$ cat config.mk
export PLATFORM = sky130hd
export DESIGN_NAME = rate_bank
export DESIGN_NICKNAME = d
export VERILOG_FILES = /design/src/rtl/rate_pkg.sv /design/src/rtl/rate_limit.sv /design/src/rtl/rate_decode.sv /design/src/rtl/rate_slot.sv /design/src/rtl/rate_bank.sv
export SDC_FILE = /design/constraint.sdc
export NUM_CORES = 1
export LEC_CHECK = 0
export ABC_AREA = 0
export CAP_MARGIN = 20
export CORE_UTILIZATION = 30
export DETAILED_ROUTE_END_ITERATION = 12
export PLACE_DENSITY = 0.53
export SYNTH_ARGS = -nofsm -noshare
export SYNTH_HDL_FRONTEND = slang
export SYNTH_SLANG_ARGS = --single-unit
$ cat constraint.sdc
create_clock -name clk -period 2.6 [get_ports clk]
set_input_delay 0.26 -clock clk [delete_from_list [all_inputs] [get_ports clk]]
set_output_delay 0.26 -clock clk [all_outputs]
set_load 0.02 [all_outputs]
$ cat src/rtl/rate_pkg.sv
// Shared constants and types for the sample-rate register bank.
// Assumes rates are 16-bit unsigned values in Hz.
package rate_pkg;
    localparam int RATE_W = 16;
    localparam logic [RATE_W-1:0] RATE_DEFAULT = 16'hBB80; // 48000 Hz
    localparam logic [RATE_W-1:0] RATE_LOW     = 16'h1B58; // 7000 Hz
    localparam logic [RATE_W-1:0] RATE_HIGH    = 16'hBB80; // 48000 Hz

    typedef logic [RATE_W-1:0] rate_t;

    // Channel slots in the bank; slot 0 is the one others may follow.
    typedef enum logic [1:0] {
        CH_FRONT = 2'd0,
        CH_SURR  = 2'd1,
        CH_LFE   = 2'd2,
        CH_ADC   = 2'd3
    } chan_e;

    localparam int NUM_CH = 4;
endpackage

$ cat src/rtl/rate_limit.sv
// Saturates a requested rate into the window [LOW, HIGH].
// Purely combinational; assumes LOW <= HIGH.
module rate_limit #(
    parameter int W = 16,
    parameter logic [W-1:0] LOW  = 16'h1B58,
    parameter logic [W-1:0] HIGH = 16'hBB80
) (
    input  logic [W-1:0] req_i,
    output logic [W-1:0] val_o
);
    // Pick the nearer limit when the request falls outside the window.
    always_comb begin
        if (req_i < LOW)       val_o = LOW;
        else if (req_i > HIGH) val_o = HIGH;
        else                   val_o = req_i;
    end
endmodule

$ cat src/rtl/rate_decode.sv
// Turns a register index and write strobe into per-slot select lines.
// Assumes the slot indices are distinct.
module rate_decode #(
    parameter int AW = 8,
    parameter int N  = 4,
    parameter logic [N*AW-1:0] INDICES = {8'h32, 8'h30, 8'h2E, 8'h2C}
) (
    input  logic          we_i,
    input  logic [AW-1:0] index_i,
    output logic [N-1:0]  sel_o,
    output logic [N-1:0]  wr_o,
    output logic          known_o
);
    // One comparator per slot; a write strobe qualifies each match.
    for (genvar g = 0; g < N; g++) begin : g_cmp
        assign sel_o[g] = (index_i == INDICES[g*AW +: AW]);
        assign wr_o[g]  = we_i && sel_o[g];
    end

    // Flags an index that belongs to the bank.
    assign known_o = |sel_o;
endmodule

$ cat src/rtl/rate_slot.sv
// One stored rate with its effective-value logic.
// When LOCKABLE is set and unlock is low, the slot follows a lead slot:
// its stored value copies the lead's next value and its output is the
// lead's effective value. A low enable forces DEFAULT and blocks writes.
module rate_slot #(
    parameter int W = 16,
    parameter bit LOCKABLE = 1'b0,
    parameter logic [W-1:0] DEFAULT = 16'hBB80
) (
    input  logic         clk,
    input  logic         rst_n,
    input  logic         en_i,
    input  logic         unlock_i,
    input  logic         wr_i,
    input  logic [W-1:0] wr_val_i,
    input  logic [W-1:0] lead_nxt_i,
    input  logic [W-1:0] lead_eff_i,
    output logic [W-1:0] nxt_o,
    output logic [W-1:0] eff_o
);
    logic [W-1:0] q;
    logic         follow;

    // Whether this slot currently tracks the lead slot.
    if (LOCKABLE) begin : g_lock
        assign follow = !unlock_i;
    end else begin : g_free
        logic unused_lead;
        assign unused_lead = unlock_i ^ (^lead_nxt_i) ^ (^lead_eff_i);
        assign follow = 1'b0;
    end

    // Next stored value: default, lead copy, new write, or hold.
    always_comb begin
        if (!en_i)       nxt_o = DEFAULT;
        else if (follow) nxt_o = lead_nxt_i;
        else if (wr_i)   nxt_o = wr_val_i;
        else             nxt_o = q;
    end

    // Storage register with synchronous reset.
    always_ff @(posedge clk) begin
        if (!rst_n) q <= DEFAULT;
        else        q <= nxt_o;
    end

    // Value the converter sees in this cycle.
    always_comb begin
        if (!en_i)       eff_o = DEFAULT;
        else if (follow) eff_o = lead_eff_i;
        else             eff_o = q;
    end
endmodule

$ cat src/rtl/rate_bank.sv
// Top of the sample-rate register bank: four rate slots behind an
// indexed read/write port. Slots 1 and 2 may follow slot 0; slot 3 is
// always free. Assumes a single clock and synchronous active-low reset.
module rate_bank #(
    parameter int AW = 8,
    parameter logic [AW-1:0] IDX_FRONT = 8'h2C,
    parameter logic [AW-1:0] IDX_SURR  = 8'h2E,
    parameter logic [AW-1:0] IDX_LFE   = 8'h30,
    parameter logic [AW-1:0] IDX_ADC   = 8'h32
) (
    input  logic        clk,
    input  logic        rst_n,
    input  logic        reg_we,
    input  logic [AW-1:0] reg_index,
    input  logic [15:0] reg_wdata,
    output logic [15:0] reg_rdata,
    input  logic        var_rate_en,
    input  logic        rate_unlock,
    output logic [15:0] front_rate,
    output logic [15:0] surr_rate,
    output logic [15:0] lfe_rate,
    output logic [15:0] adc_rate
);
    import rate_pkg::*;

    localparam int N = NUM_CH;
    localparam logic [N*AW-1:0] IDX_ALL = {IDX_ADC, IDX_LFE, IDX_SURR, IDX_FRONT};

    logic [N-1:0]        sel;
    logic [N-1:0]        wr;
    logic                known;
    rate_t               wr_val;
    logic [N-1:0][RATE_W-1:0] nxt;
    logic [N-1:0][RATE_W-1:0] eff;

    rate_limit #(.W(RATE_W), .LOW(RATE_LOW), .HIGH(RATE_HIGH)) u_limit (
        .req_i (reg_wdata),
        .val_o (wr_val)
    );

    rate_decode #(.AW(AW), .N(N), .INDICES(IDX_ALL)) u_decode (
        .we_i    (reg_we),
        .index_i (reg_index),
        .sel_o   (sel),
        .wr_o    (wr),
        .known_o (known)
    );

    // Slot array; slot 0 leads, middle slots lockable, last slot free.
    for (genvar g = 0; g < N; g++) begin : g_slot
        localparam bit LK = (g == int'(CH_SURR)) || (g == int'(CH_LFE));
        logic [RATE_W-1:0] lead_nxt;
        logic [RATE_W-1:0] lead_eff;
        if (g == int'(CH_FRONT)) begin : g_lead
            assign lead_nxt = '0;
            assign lead_eff = '0;
        end else begin : g_tail
            assign lead_nxt = nxt[CH_FRONT];
            assign lead_eff = eff[CH_FRONT];
        end
        rate_slot #(.W(RATE_W), .LOCKABLE(LK), .DEFAULT(RATE_DEFAULT)) u_slot (
            .clk        (clk),
            .rst_n      (rst_n),
            .en_i       (var_rate_en),
            .unlock_i   (rate_unlock),
            .wr_i       (wr[g]),
            .wr_val_i   (wr_val),
            .lead_nxt_i (lead_nxt),
            .lead_eff_i (lead_eff),
            .nxt_o      (nxt[g]),
            .eff_o      (eff[g])
        );
    end

    assign front_rate = eff[CH_FRONT];
    assign surr_rate  = eff[CH_SURR];
    assign lfe_rate   = eff[CH_LFE];
    assign adc_rate   = eff[CH_ADC];

    // Read mux: effective rate of the selected slot, zero for unknown index.
    always_comb begin
        reg_rdata = '0;
        if (known) begin
            for (int k = 0; k < N; k++) begin
                if (sel[k]) reg_rdata = eff[k];
            end
        end
    end
endmodule

## Yosys cells after proc, flatten, opt, wreduce, memory -nomap -nowiden

Index checks and enable logic that the tools add are counted.

| word-level totals | value |
|---|---|
| register bits after elaboration | 64 |
| input port bits | 29 |
| output and inout bits | 80 |

| cells by class | value |
|---|---|
| $lt $le $gt $ge | 2 |
| equality and inequality tests | 6 |
| multiplexer cells | 19 |
| reductions and logical operators | 6 |

Operator list:

| kind | count |
|---|---|
| $mux 16 | 19 |
| $eq 8x6->1 const B | 4 |
| $gt 16x16->1 const B | 1 |
| $lt 16x13->1 const B | 1 |
| $logic_and 1x1->1 | 4 |
| $ne 2x1->1 const B | 2 |
| $reduce_or 4->1 | 1 |
| $reduce_and 2->1 | 1 |

## Depth between registers and ports, before layout

| logic depth | value |
|---|---|
| word-level depth | 7 |
| mapped depth | 8 |

## Cells and area by module

Synthesis repeated with hierarchy kept, for this count alone.

| second synthesis, totals | value |
|---|---|
| cells, all modules | 603 |
| area total of the unflattened synthesis | 4902.2 µm² |

By module, submodules not included:

| module | times used | cells an instance | area an instance (µm²) | seq. area each (µm²) |
|---|---|---|---|---|
| rate_slot at g_slot[1].u_slot ... | 2 | 147 | 1222.4 | 320.3 |
| rate_slot at g_slot[0].u_slot ... | 2 | 88 | 787.0 | 320.3 |
| rate_bank | 1 | 79 | 544.3 | 0.0 |
| rate_limit | 1 | 38 | 230.2 | 0.0 |
| rate_decode | 1 | 16 | 108.9 | 0.0 |

## Worst setup path before layout

No wires, ideal clock.

| timing path | value |
|---|---|
| path kind | input to output |
| from | input port rate_unlock |
| to | output port reg_rdata[4] |
| data arrival time | 1.956 ns |
| data required time | 2.340 ns |
| slack | 0.384 ns |
| stages | 7 |
| path buffers | 3 |
| cell sequence | clkbuf_1 buf_1 clkbuf_1 nand2_1 a21oi_1 a22oi_1 nand3_1 |

| on the way | value |
|---|---|
| elaborated cells between the ends (all ways) | 8 |

RTL lines:

| element | RTL line | RTL |
|---|---|---|
| from (decl) | rate_bank.sv:18 | `input logic rate_unlock,` |
| $mux 16 | rate_slot.sv:50 | `else if (follow) eff_o = lead_eff_i;` |
| $mux 16 | rate_slot.sv:49 | `if (!en_i) eff_o = DEFAULT;` |
| net lfe_rate[4] | rate_bank.sv:21 | `output logic [15:0] lfe_rate,` |
| $mux 16 (2 in series) | rate_bank.sv:85 | `if (sel[k]) reg_rdata = eff[k];` |
| $mux 16 | rate_bank.sv:83 | `if (known) begin` |
| to (decl) | rate_bank.sv:16 | `output logic [15:0] reg_rdata,` |

The timed path passes the listed nets, and every way through them passes these cells.

## Worst setup path in the final report

| timing path | value |
|---|---|
| from | input port reg_index[0] |
| to | output port reg_rdata[13] |

| on the way | value |
|---|---|
| longest elaborated chain between the ends | 6 |
| elaborated cells between the ends (all ways) | 10 |

RTL lines:

| element | RTL line | RTL |
|---|---|---|
| from (decl) | rate_bank.sv:14 | `input logic [AW-1:0] reg_index,` |
| $eq 8x6->1 | rate_decode.sv:16 | `assign sel_o[g] = (index_i == INDICES[g*AW +: AW]);` |
| $mux 16 (4 in series) | rate_bank.sv:85 |  |
| $mux 16 * | rate_bank.sv:83 |  |

Mark *: on every way between the ends. The rest lies on a longest branch, timed or not.

==> impl_metrics.env <==
export IMPL_status="complete, no violations"
export IMPL_ys_warn_count=0
export IMPL_synthesis_nets=521
export IMPL_clock_skew_ns=0.00823
export IMPL_synth_edff_count=0
export IMPL_cts_root_buf="sky130_fd_sc_hd__clkbuf_16"
export IMPL_hold_viol_final=0
export IMPL_gp_congestion=0.864
export IMPL_ant_nets=0
export IMPL_drt_pre_antenna_iters=6
export IMPL_grt_start_max_net_pins=28
export IMPL_clk_transition_reported_paths_ns=0.06
export IMPL_fp_dieW_um=113
export IMPL_post_cts_hold_buffer_count=0
export IMPL_route_met2_wl_mm=6.91
export IMPL_routed_wl_met3_mm=1.22
export IMPL_fp_dieArea_um2=12800
export IMPL_postSynthRegisterBits=64
export IMPL_dp_final_hpwl_mm=11.0
export IMPL_floorplan_initialDensity=0.308
export IMPL_pre_cts_ws_ns=-0.385
export IMPL_layout_worst_path_cycle_share=0.968
export IMPL_remaining_overflow_grt=0
export IMPL_clock_fmax_mhz=397
export IMPL_routed_top_layer="met4"
export IMPL_reg_largest_list="g_slot.u_slot.q (64)"
export IMPL_first_global_vias=4335
export IMPL_largest_reg_flops=64
export IMPL_cts_tree="done"
export IMPL_fin_worst_hold_slack_ns=0.457
export IMPL_report_power_total_mw=2.52
export IMPL_totalWireLength_mm=15.1
export IMPL_nNetsFinal=698
export IMPL_place_inst=820
export IMPL_cp_start_kind="input port"
export IMPL_total_standard_cell_area_after_synthesis_um2=3720
export IMPL_synth_main_ff_cell="sky130_fd_sc_hd__dfxtp_1"
export IMPL_number_of_antenna_violations_at_the_first_check_in_global_routing=0
export IMPL_yosys_area_top_type_share=0.345
export IMPL_cp_data_required_time_ns=2.34
export IMPL_finalWorstSetupSlack_ns=0.0821
export IMPL_global_route_usage_total=0.236
export IMPL_post_route_cells_drive_above_1_share=0.203
export IMPL_arrival_time_of_data_at_the_critical_path_endpoint_ns=2.26
export IMPL_synth_seq_area_share=0.345
export IMPL_synthCells=492
export IMPL_final_report_max_slew_violation_count=0
export IMPL_worst_slew_margin_rel=0.353
export IMPL_antenna_cells_inserted=0
export IMPL_synthDistinctLibCells=51
export IMPL_vias_per_cell=5.32
export IMPL_portBuffers=108
export IMPL_growth_of_design_area_from_synthesis_to_finish_pct=59.2
export IMPL_fillers=1206
export IMPL_ctsHtreeMaxLevel=3
export IMPL_synthTopCellsByCount="71 x sky130_fd_sc_hd__nand2_1, 64 x sky130_fd_sc_hd__dfxtp_1, 51 x sky130_fd_sc_hd__nor2_1"
export IMPL_drt_wirelength_per_cell_um=17.9
export IMPL_cellLeakagePower_nw=2.29
export IMPL_drt_drc_violations_left=0
export IMPL_fp_dieH_um=113
export IMPL_cp_end_kind="output port"
export IMPL_clock_sink_count=64
export IMPL_syn_area_per_cell_um2=7.56
export IMPL_multi_input_area_um2=2250
export IMPL_wl_met1_mm=6.76
export IMPL_max_slew_worst_pin_slew_ns=0.967
export IMPL_library_cell_with_the_highest_instance_count_after_synthesis="sky130_fd_sc_hd__nand2_1"
export IMPL_vias=4483
export IMPL_netlist_top_cells_area="sky130_fd_sc_hd__dfxtp_1 34%, sky130_fd_sc_hd__nand2_1 7.2%, sky130_fd_sc_hd__nor2_1 5.1%, sky130_fd_sc_hd__a21o_1 4.8%, sky130_fd_sc_hd__a21oi_1 4.4%"
export IMPL_timing_hold_worst_class="reg -> reg"
export IMPL_seq_area_um2=1280
export IMPL_timing_final_crit_period_ns=2.52
export IMPL_grt_pass1_wl_mm=23.4
export IMPL_tns_ns=0
export IMPL_placeableCoreArea_um2=12100
export IMPL_ctsLongestPathBuffers=2
export IMPL_max_cap_viol_count=0
export IMPL_top_register="g_slot.u_slot.q"
export IMPL_yosys_top_cell_by_area="sky130_fd_sc_hd__dfxtp_1"
export IMPL_setup_viol=0
export IMPL_worst_skew_pair_late_latency_ns=0.33
export IMPL_stdcell_count=842
export IMPL_floorplan_io_pins=109
export IMPL_placement_rows=40
export IMPL_ir_worst_vdd_mv=0.306
export IMPL_cts_inserted_buffers=9
export IMPL_criticalPathCategory="in -> out"
export IMPL_power_density_cell_area_nw_per_um2=426
export IMPL_postSynth_asyncResetShare=0
export IMPL_crit_fanout=9
export IMPL_drt_iter0_markers=281
## cells in the final DEF (no fill, tap or decap), types with 8 or more instances in the layout
| master | synthesis | routed |
|---|---|---|
| sky130_fd_sc_hd__clkdlybuf4s50_1 | 0 | 92 |
| sky130_fd_sc_hd__buf_4 | 0 | 88 |
| sky130_fd_sc_hd__nand2_1 | 71 | 71 |
| sky130_fd_sc_hd__dfxtp_1 | 64 | 64 |
| sky130_fd_sc_hd__nor2_1 | 51 | 51 |
| sky130_fd_sc_hd__a21oi_1 | 33 | 33 |
| sky130_fd_sc_hd__a21o_1 | 24 | 24 |
| sky130_fd_sc_hd__and2_1 | 20 | 20 |
| sky130_fd_sc_hd__o21ai_1 | 19 | 19 |
| sky130_fd_sc_hd__a22oi_1 | 19 | 19 |
| sky130_fd_sc_hd__o21ai_0 | 15 | 15 |
| sky130_fd_sc_hd__nand3_1 | 13 | 13 |
| sky130_fd_sc_hd__a221o_1 | 13 | 13 |
| sky130_fd_sc_hd__o2bb2ai_1 | 12 | 12 |
| sky130_fd_sc_hd__inv_1 | 11 | 11 |
| sky130_fd_sc_hd__clkbuf_16 | 0 | 11 |
| sky130_fd_sc_hd__nor3_1 | 9 | 9 |
| sky130_fd_sc_hd__buf_2 | 4 | 8 |
## timing repair
item | in CTS | in global routing
cloned | 0 | 2
buffers inserted | 1 | 3
pin swaps | 0 | 3
resized for setup | 34 | 27
setup endpoints to repair | 16 | 16
hold endpoints to repair | 0 | 0
## path summary, 6_finish.rpt
path                                             from                    end  slack (ns)  cells past startpoint
worst max-delay path                     reg_index[0]          reg_rdata[13]        0.08                      9
worst min-delay path            g_slot[2].u_slot.q[3]  g_slot[2].u_slot.q[3]        0.46                      2
worst min register to register  g_slot[2].u_slot.q[3]  g_slot[2].u_slot.q[3]        0.46                      2
worst max register to register  g_slot[0].u_slot.q[7]  g_slot[1].u_slot.q[7]        1.37                      4
## final cells by class
class,count,area share
multi-input cells,378,0.380
well taps,168,0.0355
clock buffers,12,0.0450
clock inverters,4,0.00465
repair buffers,204,0.311
inverters,12,0.00761
flip-flops and latches,64,0.216
## critical path, cell delays in order
cell and delay [ns]:
sky130_fd_sc_hd__clkdlybuf4s50_1 0.43, sky130_fd_sc_hd__or4b_4 0.59, sky130_fd_sc_hd__nor3b_4 0.24, sky130_fd_sc_hd__buf_12 0.16, sky130_fd_sc_hd__clkbuf_16 0.17, sky130_fd_sc_hd__nand2_1 0.06
sky130_fd_sc_hd__o21ai_1 0.08, sky130_fd_sc_hd__a221o_1 0.12, sky130_fd_sc_hd__buf_2 0.16
## logic make-up after synthesis
group	after synthesis	synth area share
and+or+nand+nor	196	0.258
AOI/OAI and AO/OA	182	0.344
DFF	64	0.345
buffers and inverters	50	0.0538
## power by group
group,internal (mW),switching (mW)
registers,0.992,0.00544
logic,0.159,0.200
clock network,0.721,0.446
total,1.87,0.651
## per-layer routing
metal / global-route usage / vias to the layer above
met2: 0.389 / 209
met4: 0.0693 / 0
li1: - / 2160
met1: 0.311 / 2100
met3: 0.0477 / 14
met5: 0 / -
## per-stage QoR
step / utilization / instance area (µm²)
after floorplan: - / 3720
after global placement: 0.463 / 5580
after detailed placement: 0.463 / 5580
after CTS: 0.488 / 5890
after global routing: 0.491 / 5920
final: 0.491 / 5920
Power figures use the tool's default switching activity.
